--- src/rtl/ssi_pkg.sv ---
package ssi_pkg;
  typedef struct packed {
    logic load;
    logic rise;
    logic fall;
    logic done;
  } ssiStrobe_t;

  localparam logic [1:0] REG_CTRL   = 2'd0;
  localparam logic [1:0] REG_STATUS = 2'd1;
  localparam logic [1:0] REG_TX     = 2'd2;
  localparam logic [1:0] REG_RX     = 2'd3;

  localparam int CTRL_DIR_BIT  = 2;
  localparam int CTRL_PORT_LSB = 3;
endpackage

--- src/rtl/ssi_ctrl.sv ---
module ssi_ctrl
  import ssi_pkg::*;
#(
  parameter int DIV_W = 2,
  parameter int BITS  = 8,
  parameter int PORTS = 2
) (
  input  logic                       clk,
  input  logic                       rstN,
  input  logic                       startReq,
  input  logic [DIV_W-1:0]           divSel,
  input  logic [$clog2(PORTS)-1:0]   portSel,
  output logic                       busy,
  output logic                       serClk,
  output logic [PORTS-1:0]           serEn,
  output ssiStrobe_t                 strobe
);
  localparam int MAX_HALF = 1 << ((1 << DIV_W) - 1);
  localparam int CNT_W    = $clog2(MAX_HALF) + 1;
  localparam int BIT_W    = $clog2(BITS);
  localparam int PSEL_W   = $clog2(PORTS);
  localparam logic [BIT_W-1:0] LAST_BIT = BIT_W'(BITS - 1);

  typedef enum logic [1:0] {S_IDLE, S_LOW, S_HIGH} phase_t;

  phase_t              phase;
  logic [CNT_W-1:0]    cnt;
  logic [CNT_W-1:0]    halfLast;
  logic [BIT_W-1:0]    bitIdx;
  logic [PSEL_W-1:0]   portHeld;
  logic                phaseEnd;

  always_comb begin
    halfLast     = (CNT_W'(1) << divSel) - CNT_W'(1);
    phaseEnd     = (cnt == '0);
    strobe.load  = startReq && (phase == S_IDLE);
    strobe.rise  = (phase == S_LOW) && phaseEnd;
    strobe.fall  = (phase == S_HIGH) && phaseEnd && (bitIdx != LAST_BIT);
    strobe.done  = (phase == S_HIGH) && phaseEnd && (bitIdx == LAST_BIT);
  end

  always_ff @(posedge clk) begin
    if (!rstN) begin
      phase    <= S_IDLE;
      cnt      <= '0;
      bitIdx   <= '0;
      serClk   <= 1'b1;
      portHeld <= '0;
    end else if (strobe.load) begin
      phase    <= S_LOW;
      cnt      <= halfLast;
      bitIdx   <= '0;
      serClk   <= 1'b0;
      portHeld <= portSel;
    end else if (strobe.rise) begin
      phase  <= S_HIGH;
      cnt    <= halfLast;
      serClk <= 1'b1;
    end else if (strobe.fall) begin
      phase  <= S_LOW;
      cnt    <= halfLast;
      bitIdx <= bitIdx + BIT_W'(1);
      serClk <= 1'b0;
    end else if (strobe.done) begin
      phase <= S_IDLE;
      cnt   <= '0;
    end else if (phase != S_IDLE) begin
      cnt <= cnt - CNT_W'(1);
    end
  end

  assign busy = (phase != S_IDLE);

  for (genvar p = 0; p < PORTS; p++) begin : g_enable
    assign serEn[p] = busy && (portHeld == PSEL_W'(p));
  end

  // Checker state: rising edges seen in the current burst
  logic [BIT_W:0] riseTally;
  always_ff @(posedge clk) begin
    if (!rstN)             riseTally <= '0;
    else if (strobe.load)  riseTally <= '0;
    else if (strobe.rise)  riseTally <= riseTally + 1'b1;
  end

  a_r3_idle_clock_high: assert property (@(posedge clk) disable iff (!rstN)
    !busy |-> serClk);
  a_r5_idle_enables_low: assert property (@(posedge clk) disable iff (!rstN)
    !busy |-> (serEn == '0));
  a_r4_single_enable: assert property (@(posedge clk) disable iff (!rstN)
    busy |-> ($countones(serEn) == 1));
  a_r1_half_bound: assert property (@(posedge clk) disable iff (!rstN)
    busy |-> (cnt <= halfLast));
  a_r2_eight_rises: assert property (@(posedge clk) disable iff (!rstN)
    strobe.done |-> (riseTally == (BIT_W+1)'(BITS)));
  a_r9_busy_from_access: assert property (@(posedge clk) disable iff (!rstN)
    startReq && !busy |=> busy);
endmodule

--- src/rtl/ssi_datapath.sv ---
module ssi_datapath
  import ssi_pkg::*;
#(
  parameter int DATA_W = 8,
  parameter int DIV_W  = 2,
  parameter int PORTS  = 2
) (
  input  logic                      clk,
  input  logic                      rstN,
  input  logic [1:0]                regSel,
  input  logic                      regWr,
  input  logic                      regRd,
  input  logic [DATA_W-1:0]         regWdata,
  output logic [DATA_W-1:0]         regRdata,
  input  logic                      busy,
  input  ssiStrobe_t                strobe,
  input  logic                      serDataIn,
  output logic                      startReq,
  output logic [DIV_W-1:0]          divSel,
  output logic [$clog2(PORTS)-1:0]  portSel,
  output logic                      serDataOut,
  output logic                      serDataOe
);
  localparam int PSEL_W = $clog2(PORTS);

  logic                dirTx;
  logic [DATA_W-1:0]   txReg;
  logic [DATA_W-1:0]   rxReg;
  logic [DATA_W-1:0]   shiftReg;
  logic [DATA_W-1:0]   loadVal;
  logic                keeper;
  logic                ctrlWr;
  logic                txWr;

  always_comb begin
    startReq = (regWr || regRd) && (regSel != REG_CTRL);
    ctrlWr   = regWr && (regSel == REG_CTRL) && !busy;
    txWr     = regWr && (regSel == REG_TX) && !busy;
    loadVal  = txWr ? regWdata : txReg;
  end

  always_ff @(posedge clk) begin
    if (!rstN) begin
      divSel  <= '0;
      dirTx   <= 1'b0;
      portSel <= '0;
      txReg   <= '0;
    end else begin
      if (ctrlWr) begin
        divSel  <= regWdata[DIV_W-1:0];
        dirTx   <= regWdata[CTRL_DIR_BIT];
        portSel <= regWdata[CTRL_PORT_LSB +: PSEL_W];
      end
      if (txWr) txReg <= regWdata;
    end
  end

  always_ff @(posedge clk) begin
    if (!rstN) begin
      shiftReg <= '0;
      keeper   <= 1'b0;
      rxReg    <= '0;
    end else begin
      if (strobe.load) begin
        shiftReg <= loadVal;
        if (dirTx) keeper <= loadVal[DATA_W-1];
      end else if (strobe.rise) begin
        shiftReg <= {shiftReg[DATA_W-2:0], serDataIn};
        if (!dirTx) keeper <= serDataIn;
      end else if (strobe.fall) begin
        if (dirTx) keeper <= shiftReg[DATA_W-1];
      end
      if (strobe.done && !dirTx) rxReg <= shiftReg;
    end
  end

  assign serDataOut = keeper;
  assign serDataOe  = busy && dirTx;

  always_comb begin
    regRdata = '0;
    case (regSel)
      REG_CTRL: begin
        regRdata[DIV_W-1:0]                = divSel;
        regRdata[CTRL_DIR_BIT]             = dirTx;
        regRdata[CTRL_PORT_LSB +: PSEL_W]  = portSel;
      end
      REG_STATUS: regRdata[0] = busy;
      REG_TX:     regRdata    = txReg;
      default:    regRdata    = rxReg;
    endcase
  end

  a_r10_ctrl_frozen: assert property (@(posedge clk) disable iff (!rstN)
    busy && $past(busy) |-> ($stable(divSel) && $stable(dirTx) && $stable(portSel)));
  a_r10_tx_frozen: assert property (@(posedge clk) disable iff (!rstN)
    busy && $past(busy) |-> $stable(txReg));
  a_r11_keeper_hold: assert property (@(posedge clk) disable iff (!rstN)
    !busy && $past(!busy) |-> $stable(keeper));
  a_r8_oe_only_busy: assert property (@(posedge clk) disable iff (!rstN)
    serDataOe |-> busy);
endmodule

--- src/rtl/sync_serial_master.sv ---
module sync_serial_master
  import ssi_pkg::*;
#(
  parameter int DATA_W = 8,
  parameter int DIV_W  = 2,
  parameter int PORTS  = 2
) (
  input  logic              clk,
  input  logic              rstN,
  input  logic [1:0]        regSel,
  input  logic              regWr,
  input  logic              regRd,
  input  logic [DATA_W-1:0] regWdata,
  output logic [DATA_W-1:0] regRdata,
  output logic              serClk,
  output logic              serDataOut,
  output logic              serDataOe,
  input  logic              serDataIn,
  output logic [PORTS-1:0]  serEn
);
  localparam int PSEL_W = $clog2(PORTS);

  ssiStrobe_t          strobe;
  logic                busy;
  logic                startReq;
  logic [DIV_W-1:0]    divSel;
  logic [PSEL_W-1:0]   portSel;

  ssi_ctrl #(.DIV_W(DIV_W), .BITS(DATA_W), .PORTS(PORTS)) u_ctrl (
    .clk      (clk),
    .rstN     (rstN),
    .startReq (startReq),
    .divSel   (divSel),
    .portSel  (portSel),
    .busy     (busy),
    .serClk   (serClk),
    .serEn    (serEn),
    .strobe   (strobe)
  );

  ssi_datapath #(.DATA_W(DATA_W), .DIV_W(DIV_W), .PORTS(PORTS)) u_data (
    .clk        (clk),
    .rstN       (rstN),
    .regSel     (regSel),
    .regWr      (regWr),
    .regRd      (regRd),
    .regWdata   (regWdata),
    .regRdata   (regRdata),
    .busy       (busy),
    .strobe     (strobe),
    .serDataIn  (serDataIn),
    .startReq   (startReq),
    .divSel     (divSel),
    .portSel    (portSel),
    .serDataOut (serDataOut),
    .serDataOe  (serDataOe)
  );

  a_r6_tx_moves_on_fall: assert property (@(posedge clk) disable iff (!rstN)
    serDataOe && !$stable(serDataOut) |-> $fell(serClk));
  a_r7_rx_moves_on_rise: assert property (@(posedge clk) disable iff (!rstN)
    busy && !serDataOe && !$stable(serDataOut) |-> $rose(serClk));
  a_r12_ctrl_no_start: assert property (@(posedge clk) disable iff (!rstN)
    !busy && (regWr || regRd) && (regSel == REG_CTRL) |=> !busy);
endmodule

--- config.mk ---
export PLATFORM = sky130hd
export DESIGN_NAME = sync_serial_master
export DESIGN_NICKNAME = d
export VERILOG_FILES = /design/src/rtl/ssi_pkg.sv /design/src/rtl/ssi_ctrl.sv /design/src/rtl/ssi_datapath.sv /design/src/rtl/sync_serial_master.sv
export SDC_FILE = /design/constraint.sdc
export NUM_CORES = 1
export LEC_CHECK = 0
export BUFFER_PORTS_ARGS = -buffer_cell sky130_fd_sc_hd__buf_2
export CORE_MARGIN = 8
export CORE_UTILIZATION = 56
export DETAILED_ROUTE_END_ITERATION = 8
export GPL_ROUTABILITY_DRIVEN = 0
export GPL_TIMING_DRIVEN = 1
export PLACE_DENSITY = 0.78
export SLEW_MARGIN = 20
export SYNTH_ARGS = -nofsm -noshare
export SYNTH_HDL_FRONTEND = slang
export SYNTH_SLANG_ARGS = --single-unit
--- constraint.sdc ---
create_clock -name clk -period 2.4 [get_ports clk]
set_clock_uncertainty 0.2 [all_clocks]
set_input_delay 0.48 -clock clk [delete_from_list [all_inputs] [get_ports clk]]
set_output_delay 0.48 -clock clk [all_outputs]
set_load 0.005 [all_outputs]
==> results.md, run 1 <==
* Status: complete, no violations
* Worst reg2reg startpoint: u_ctrl.cnt[0]
* Post-Syn Area per Cell at 9.41 um^2
* Number of synthesized flops with an enable pin at 0
* Synth area leader: dfxtp_1
* Pleak at 0.941 nW
* Total clock buffers created by CTS at 5
* Slew headroom at 65.6%
* CTS H-Tree Depth at 2
* Critical Path RT at 1.72 ns
* Vias in the first global route at 1,430
* Drt wl/cell at 15.2 um
* Reg2reg setup slack at 0.28 ns
* Fin. max-slew vios at 0
* Worst-Skew Late Latency at 0.35 ns
* Initial antenna violation count at 0
* CTS sink cnt at 40
* Number of port buffers at 27
* Crit-path max FO at 11
* Inserted Diodes at 0
* Hold Crit Start: rstN
* Post-DP HPWL at 3090 um
* DIE HEIGHT at 74.0 um
* P&R area growth vs syn at 14.5%
* CP Class: register to output pin
* Final Cycle Share at 94.8%
* Worst hold path endpoint: u_ctrl.serClk
* Hold Slack at 0.146 ns
* Peak VDD IR at 488 uV
* WL final at 4210 um
* Setup crit end kind: output pin
* FF+latch count, synth at 40
* Worst Path Arrival at 1.60 ns
* Hold crit path type: primary input to register
* Max_cap viols at 0
* Sequential share of the synthesized area at 42.6%
* Fin nets at 249
* Power per cell area at 773 mW/mm^2
* Via count at 1,564
* Row cnt at 21
* Yosys top cell area share at 42.6%
* Startpoint Class: register
* CTS clock-pin slew for the worst setup and hold paths at 0.12 ns
* F_max at 439 MHz
* Finish-stage setup viols at 0
* Largest net degree at the start of global routing at 29
* Final setup TNS at 0 ns
* Layout cells sized above 1 at 22.5%
* RSZ-0062 raised after global routing: no
* CTS tree: done
* Reg-to-Reg End: u_data.rxReg[4]
* Most common cell in the netlist: dfxtp_1
* CTS max path bufs at 2
* First-pass GRT wire length at 6940 um
* Cell variety after synth at 42
* Initial Utilization at 57.3%
* Crit path time final at 2.28 ns
* Synth Flop Type: dfxtp_1
* Synth Cell Area at 0.00188 mm^2
* Vias per inst at 5.65
* Final core occ at 65.6%
* Initial drt markers at 111
* Final hold vios at 0
* Chip width at 74.0 um
* CORE AREA at 0.00328 mm^2
* Pre-Repair DR Iteration Count at 4
* Gate Count Post-Synth at 200
* Root Driver: clkbuf_4
* Grt ovf at 0
* Post-route ant nets at 0
* Hold Path Depth at 2
* Commonest cells in the netlist: dfxtp_1, nor2_1, mux2i_1
* Synth Warn # at 0
* Slew @ Worst Pin at 0.514 ns
* Die ar. at 0.00547 mm^2
* Aggregate global-route resource usage at 16.7%
* Ranking of synthesized cells by area: dfxtp_1, mux2i_1, nor2_1, o2bb2ai_1, a22oi_1
* DRC Markers at 0
* Ports at 28
* R2R depth at 8
* Net Count, Synth at 219
* Async S/R FF share, synth at 0%
==> area by class of cell <==
| cell class | instances | area (um^2) |
|---|---|---|
| Fill cell | 274 | 1130 |
| Multi-Input combinational cell | 146 | 1020 |
| Sequential cell | 40 | 801 |
| Timing Repair Buffer | 34 | 200 |
| Tap cell | 46 | 57.6 |
| Clock buffer | 7 | 55.1 |
| Inverter | 3 | 11.3 |
| Clock inverter | 1 | 7.51 |
==> worst max path at each step <==
| stage | from | endpoint | slack, ns | cells past startpoint |
|---|---|---|---|---|
| floorplan | u_ctrl.cnt[0] | u_data.rxReg[0] | 0.47 | 8 |
| global placement | regSel[1] | u_ctrl.cnt[2] | 0.26 | 6 |
| detailed placement | regSel[1] | u_ctrl.cnt[2] | 0.22 | 6 |
| CTS | u_ctrl.phase[0] | regRdata[0] | 0.12 | 3 |
| global route | u_ctrl.phase[0] | regRdata[0] | 0.05 | 3 |
| finish | u_ctrl.phase[0] | regRdata[0] | 0.12 | 3 |
==> sequential cells by signal (all words and copies together) (netlist names) <==
name and count:
u_ctrl.bitIdx 3, u_ctrl.cnt 4, u_ctrl.phase 2, u_ctrl.portHeld 1, u_ctrl.serClk 1, u_data.dirTx 1
u_data.divSel 2, u_data.portSel 1, u_data.rxReg 8, u_data.serDataOut 1, u_data.shiftReg 8, u_data.txReg 8
==> stage by stage <==
stage               area [um^2]  total power, mW  cells  worst slack, ns
floorplan                  1880             1.16    200            0.472
global placement           2090             1.29    269            0.264
detailed placement         2090             1.30    269            0.221
CTS                        2150             1.67    277            0.116
global route               2150             1.76    277           0.0513
finish                     2150             1.66    277            0.124
==> kinds of logic (layout without fill, tap and decap cells) <==
kind of cell,Yosys count,count (layout),synth area share (%)
AOI/OAI and AO/OA,37,37,14.4
xor gates and xnor gates,2,2,0.931
adders and majority gates,4,4,2.66
buffers and inverters,14,45,3.26
DFF,40,40,42.6
muxes,29,29,16.1
and+or+nand+nor,74,74,20.1
==> cell usage in the layout, fill, tap and decap left out, types with 2 or more instances in the layout <==
| cell | instances |
|---|---|
| a21oi_1 | 7 |
| a221oi_2 | 2 |
| a22oi_1 | 7 |
| and2_1 | 2 |
| buf_2 | 27 |
| buf_4 | 6 |
| clkbuf_4 | 5 |
| dfxtp_1 | 40 |
| ha_1 | 4 |
| inv_1 | 3 |
| mux2i_1 | 28 |
| nand2_1 | 11 |
| nand3_1 | 9 |
| nand3_2 | 2 |
| nor2_1 | 31 |
| nor2_2 | 2 |
| nor2b_1 | 5 |
| nor3_1 | 2 |
| o21ai_0 | 6 |
| o2bb2ai_1 | 7 |
==> per-layer routing <==
layer	GRT usage, %	vias to the layer above	wire length, um
met4	5.99	0	55
met1	23.2	746	2050
met3	4.58	6	218
met5	0	-	0
li1	-	778	-
met2	23.8	34	1880
==> where the power goes <==
part	switching [mW]	leakage, nW	internal [mW]
clock	0.221	0.0315	0.143
combinational	0.311	0.585	0.214
sequential	0.0496	0.325	0.726
==> critical path, stage by stage, from the launching register on <==
cell	delay, ns
dfxtp_1	0.33
or2_4	0.31
mux4_2	0.46
buf_2	0.14
==> what timing repair did <==
| item | CTS | global route |
|---|---|---|
| setup endpoints to repair | 1 | 0 |
| hold buffers | 0 | 0 |
| gates resized for setup | 1 | 0 |
| buffers inserted | 0 | 0 |
Note: power is estimated with default switching activity, not from simulation.
==> run 2: changes to the inputs <==
Settings changed: CORE_UTILIZATION 56 to 57, SETUP_SLACK_MARGIN from default to 0.4, SYNTH_HIERARCHICAL from default to 1.
==> results.md, run 2 <==
* Startpoint Class: register
* Most common cell in the netlist: dfxtp_1
* CTS tree: done
* Total clock buffers created by CTS at 5 (unchanged)
* Pleak at 1.01 nW (+7.0%)
* Via count at 1,649 (+5.4%)
* Drt wl/cell at 14.6 um (-3.5%)
* Net Count, Synth at 233 (+6.4%)
* Synth Cell Area at 0.00208 mm^2 (+11%)
* Ranking of synthesized cells by area: dfxtp_1, mux2i_1, nor2b_1, mux2_2, a21oi_1
* F_max at 450 MHz (+2.4%)
* Final setup TNS at 0 ns (unchanged)
* Commonest non-fill, non-tap cell in the layout: dfxtp_1
* Synth Flop Type: dfxtp_1
* Slew @ Worst Pin at 0.536 ns (+0.0215 ns)
* Aggregate global-route resource usage at 15.3% (-1.3 points)
* Layout cells sized above 1 at 35.0% (+13 points)
* Final hold vios at 0 (unchanged)
* Initial drt markers at 117 (+5.4%)
* Final Cycle Share at 92.6% (-2.2 points)
* CTS H-Tree Depth at 2 (unchanged)
* Ports at 28 (unchanged)
* Initial Utilization at 58.3% (+0.96 points)
* Gate Count Post-Synth at 215 (+7.5%)
* FF+latch count, synth at 40 (unchanged)
* Critical Path RT at 2.46 ns (+0.74 ns)
* Inserted Diodes at 0 (unchanged)
* Crit path time final at 2.22 ns (-0.0531 ns)
* Fin. max-slew vios at 0 (unchanged)
* First-pass GRT wire length at 7510 um (+8.2%)
* Commonest cells after routing, fill and taps aside: dfxtp_1, nor2b_1, mux2i_1, buf_2, buf_4
* Worst-Skew Late Latency at 0.36 ns (about the same)
* Chip width at 76.5 um (+3.4%)
* DRC Markers at 0 (unchanged)
* Pre-Repair DR Iteration Count at 4 (unchanged)
* Fin nets at 274 (+10%)
* Max_cap viols at 0 (unchanged)
* Power per cell area at 935 mW/mm^2 (+21%)
* Worst path cell trace: inv_2, ha_4, nand4bb_4, or3_4, inv_2, or3b_4, o2bb2ai_2, o221a_1
* Root Driver: clkbuf_4
* Fin cells at 305 (+10%)
* Yosys top cell area share at 38.4% (-4.1 points)
* CP peak stage delay at 0.41 ns (-0.05 ns)
* Synth area leader: dfxtp_1
* CTS max path bufs at 2 (unchanged)
* FF+latch area at 813 um^2 (+1.6%)
* Row cnt at 22 (+4.8%)
* Status: complete, no violations
* Number of port buffers at 27 (unchanged)
* Synth Warn # at 6 (+6)
* Regs by FF count: u_data/rxReg: 8 flops, u_data/shiftReg: 8 flops, u_data/txReg: 8 flops
* Post-DP HPWL at 3130 um (+1.4%)
* Setup crit end kind: register
* Vias per inst at 5.41 (-4.2%)
* CP most frequent cell: inv_2
* CORE AREA at 0.00358 mm^2 (+9.0%)
* Commonest cells in the netlist: dfxtp_1, mux2i_1, nor2b_1
* Largest net degree at the start of global routing at 29 (unchanged)
* CTS sink cnt at 40 (unchanged)
* Initial antenna violation count at 0 (unchanged)
* Cell variety after synth at 44 (+4.8%)
* Hold-fix buffers at CTS at 0 (unchanged)
* Worst Path Arrival at 2.28 ns (+0.68 ns)
* Peak VDD IR at 710 uV (+45%)
* Hold crit path type: primary input to register
* RSZ-0062 raised after global routing: yes
* Filler cells at 280 (+2.2%)
* Final core occ at 70.9% (+5.3 points)
* WL final at 4470 um (+6.2%)
* CP Class: register to register
* Area of the multi-input gates at 0.00121 mm^2 (+18%)
* CTS clock-pin slew for the worst setup and hold paths at 0.13 ns (about the same)
* DIE HEIGHT at 76.5 um (+3.4%)
* Placed insts at 284 (+5.6%)
* Async S/R FF share, synth at 0% (unchanged)
* Post-route ant nets at 0 (unchanged)
* Finish-stage setup viols at 0 (unchanged)
* Grt ovf at 0 (unchanged)
* Vias in the first global route at 1,579 (+10%)
* Tot Pwr at 2.37 mW (+43%)
* Slew headroom at 64.0% (-1.6 points)
* Die ar. at 0.00585 mm^2 (+6.9%)
* Sequential share of the synthesized area at 38.4% (-4.1 points)
* Post-Syn Area per Cell at 9.70 um^2 (+3.0%)
* Number of synthesized flops with an enable pin at 0 (unchanged)
* P&R area growth vs syn at 21.8%
* Slowest stage cell on the critical path: or3_4
* Crit-path max FO at 3 (-8)
[run 2: layout make-up]
type	count	share of cell area, %
sequential	40	32.0
tap	48	2.37
multi-input combinational	151	47.5
clock buffer	5	1.48
clock inverter	3	1.68
timing repair buffer	49	13.5
inverter	9	1.48
[run 2: cell families (layout without fill, tap and decap cells)]
logic type | after synthesis | in the layout | share of synthesized area, %
multiplexers | 39 | 39 | 20.0
AND/OR/NAND/NOR | 67 | 67 | 20.3
adder cells (fa/ha/maj) | 4 | 4 | 2.28
buffers and inverters | 24 | 66 | 5.70
AO/OA/AOI/OAI | 39 | 39 | 12.5
XOR/XNOR | 2 | 2 | 0.840
flip-flops | 40 | 40 | 38.4
[run 2: worst max-delay path: cells and delay by family, from the launching register on]
kind / cells / cell delay [ns]
buffers and inverters: 2 / 0.16
DFF: 1 / 0.35
AOI/OAI and AO/OA: 2 / 0.36
and+or+nand+nor: 3 / 0.90
adders and majority gates: 1 / 0.15
[run 2: report_power, final]
group / switching (mW) / internal (mW) / total (mW)
logic: 0.477 / 0.560 / 1.04
clock network: 0.235 / 0.217 / 0.452
registers: 0.101 / 0.784 / 0.885
total: 0.812 / 1.56 / 2.37
[run 2: path summary, 6_finish.rpt]
check	from	to	slack, ns	cells past startpoint
hold reg to reg	u_ctrl/serClk	u_ctrl/serClk	0.30	1
setup / recovery	u_ctrl/cnt[0]	u_data/serDataOut	0.18	8
setup reg to reg	u_ctrl/cnt[0]	u_data/serDataOut	0.18	8
hold / removal	regWdata[3]	u_data/portSel	0.19	3
[run 2: metal layers]
layer / vias up / track usage, % / share of wire [%]
met5: - / 0 / 0
met1: 772 / 20.6 / 50
li1: 840 / - / -
met3: 7 / 4.25 / 4.7
met2: 30 / 22.1 / 43
met4: 0 / 6.92 / 1.5
[run 2: metrics by stage]
stage / setup WS [ns] / area (um^2) / hold slack [ns]
6_report: 0.177 / 2540 / 0.192
5_1_grt: 0.129 / 2540 / 0.190
4_1_cts: 0.209 / 2450 / 0.191
3_5_place_dp: 0.168 / 2280 / 0.273
3_3_place_gp: 0.226 / 2280 / 0.262
2_1_floorplan: 0.204 / 2110 / 0.252
[run 2: what timing repair did]
action / CTS / global route
buffers inserted: 6 / 7
pin swaps: 0 / 4
hold endpoints to repair: 0 / 0
resized for setup: 12 / 10
setup endpoints to repair: 14 / 13
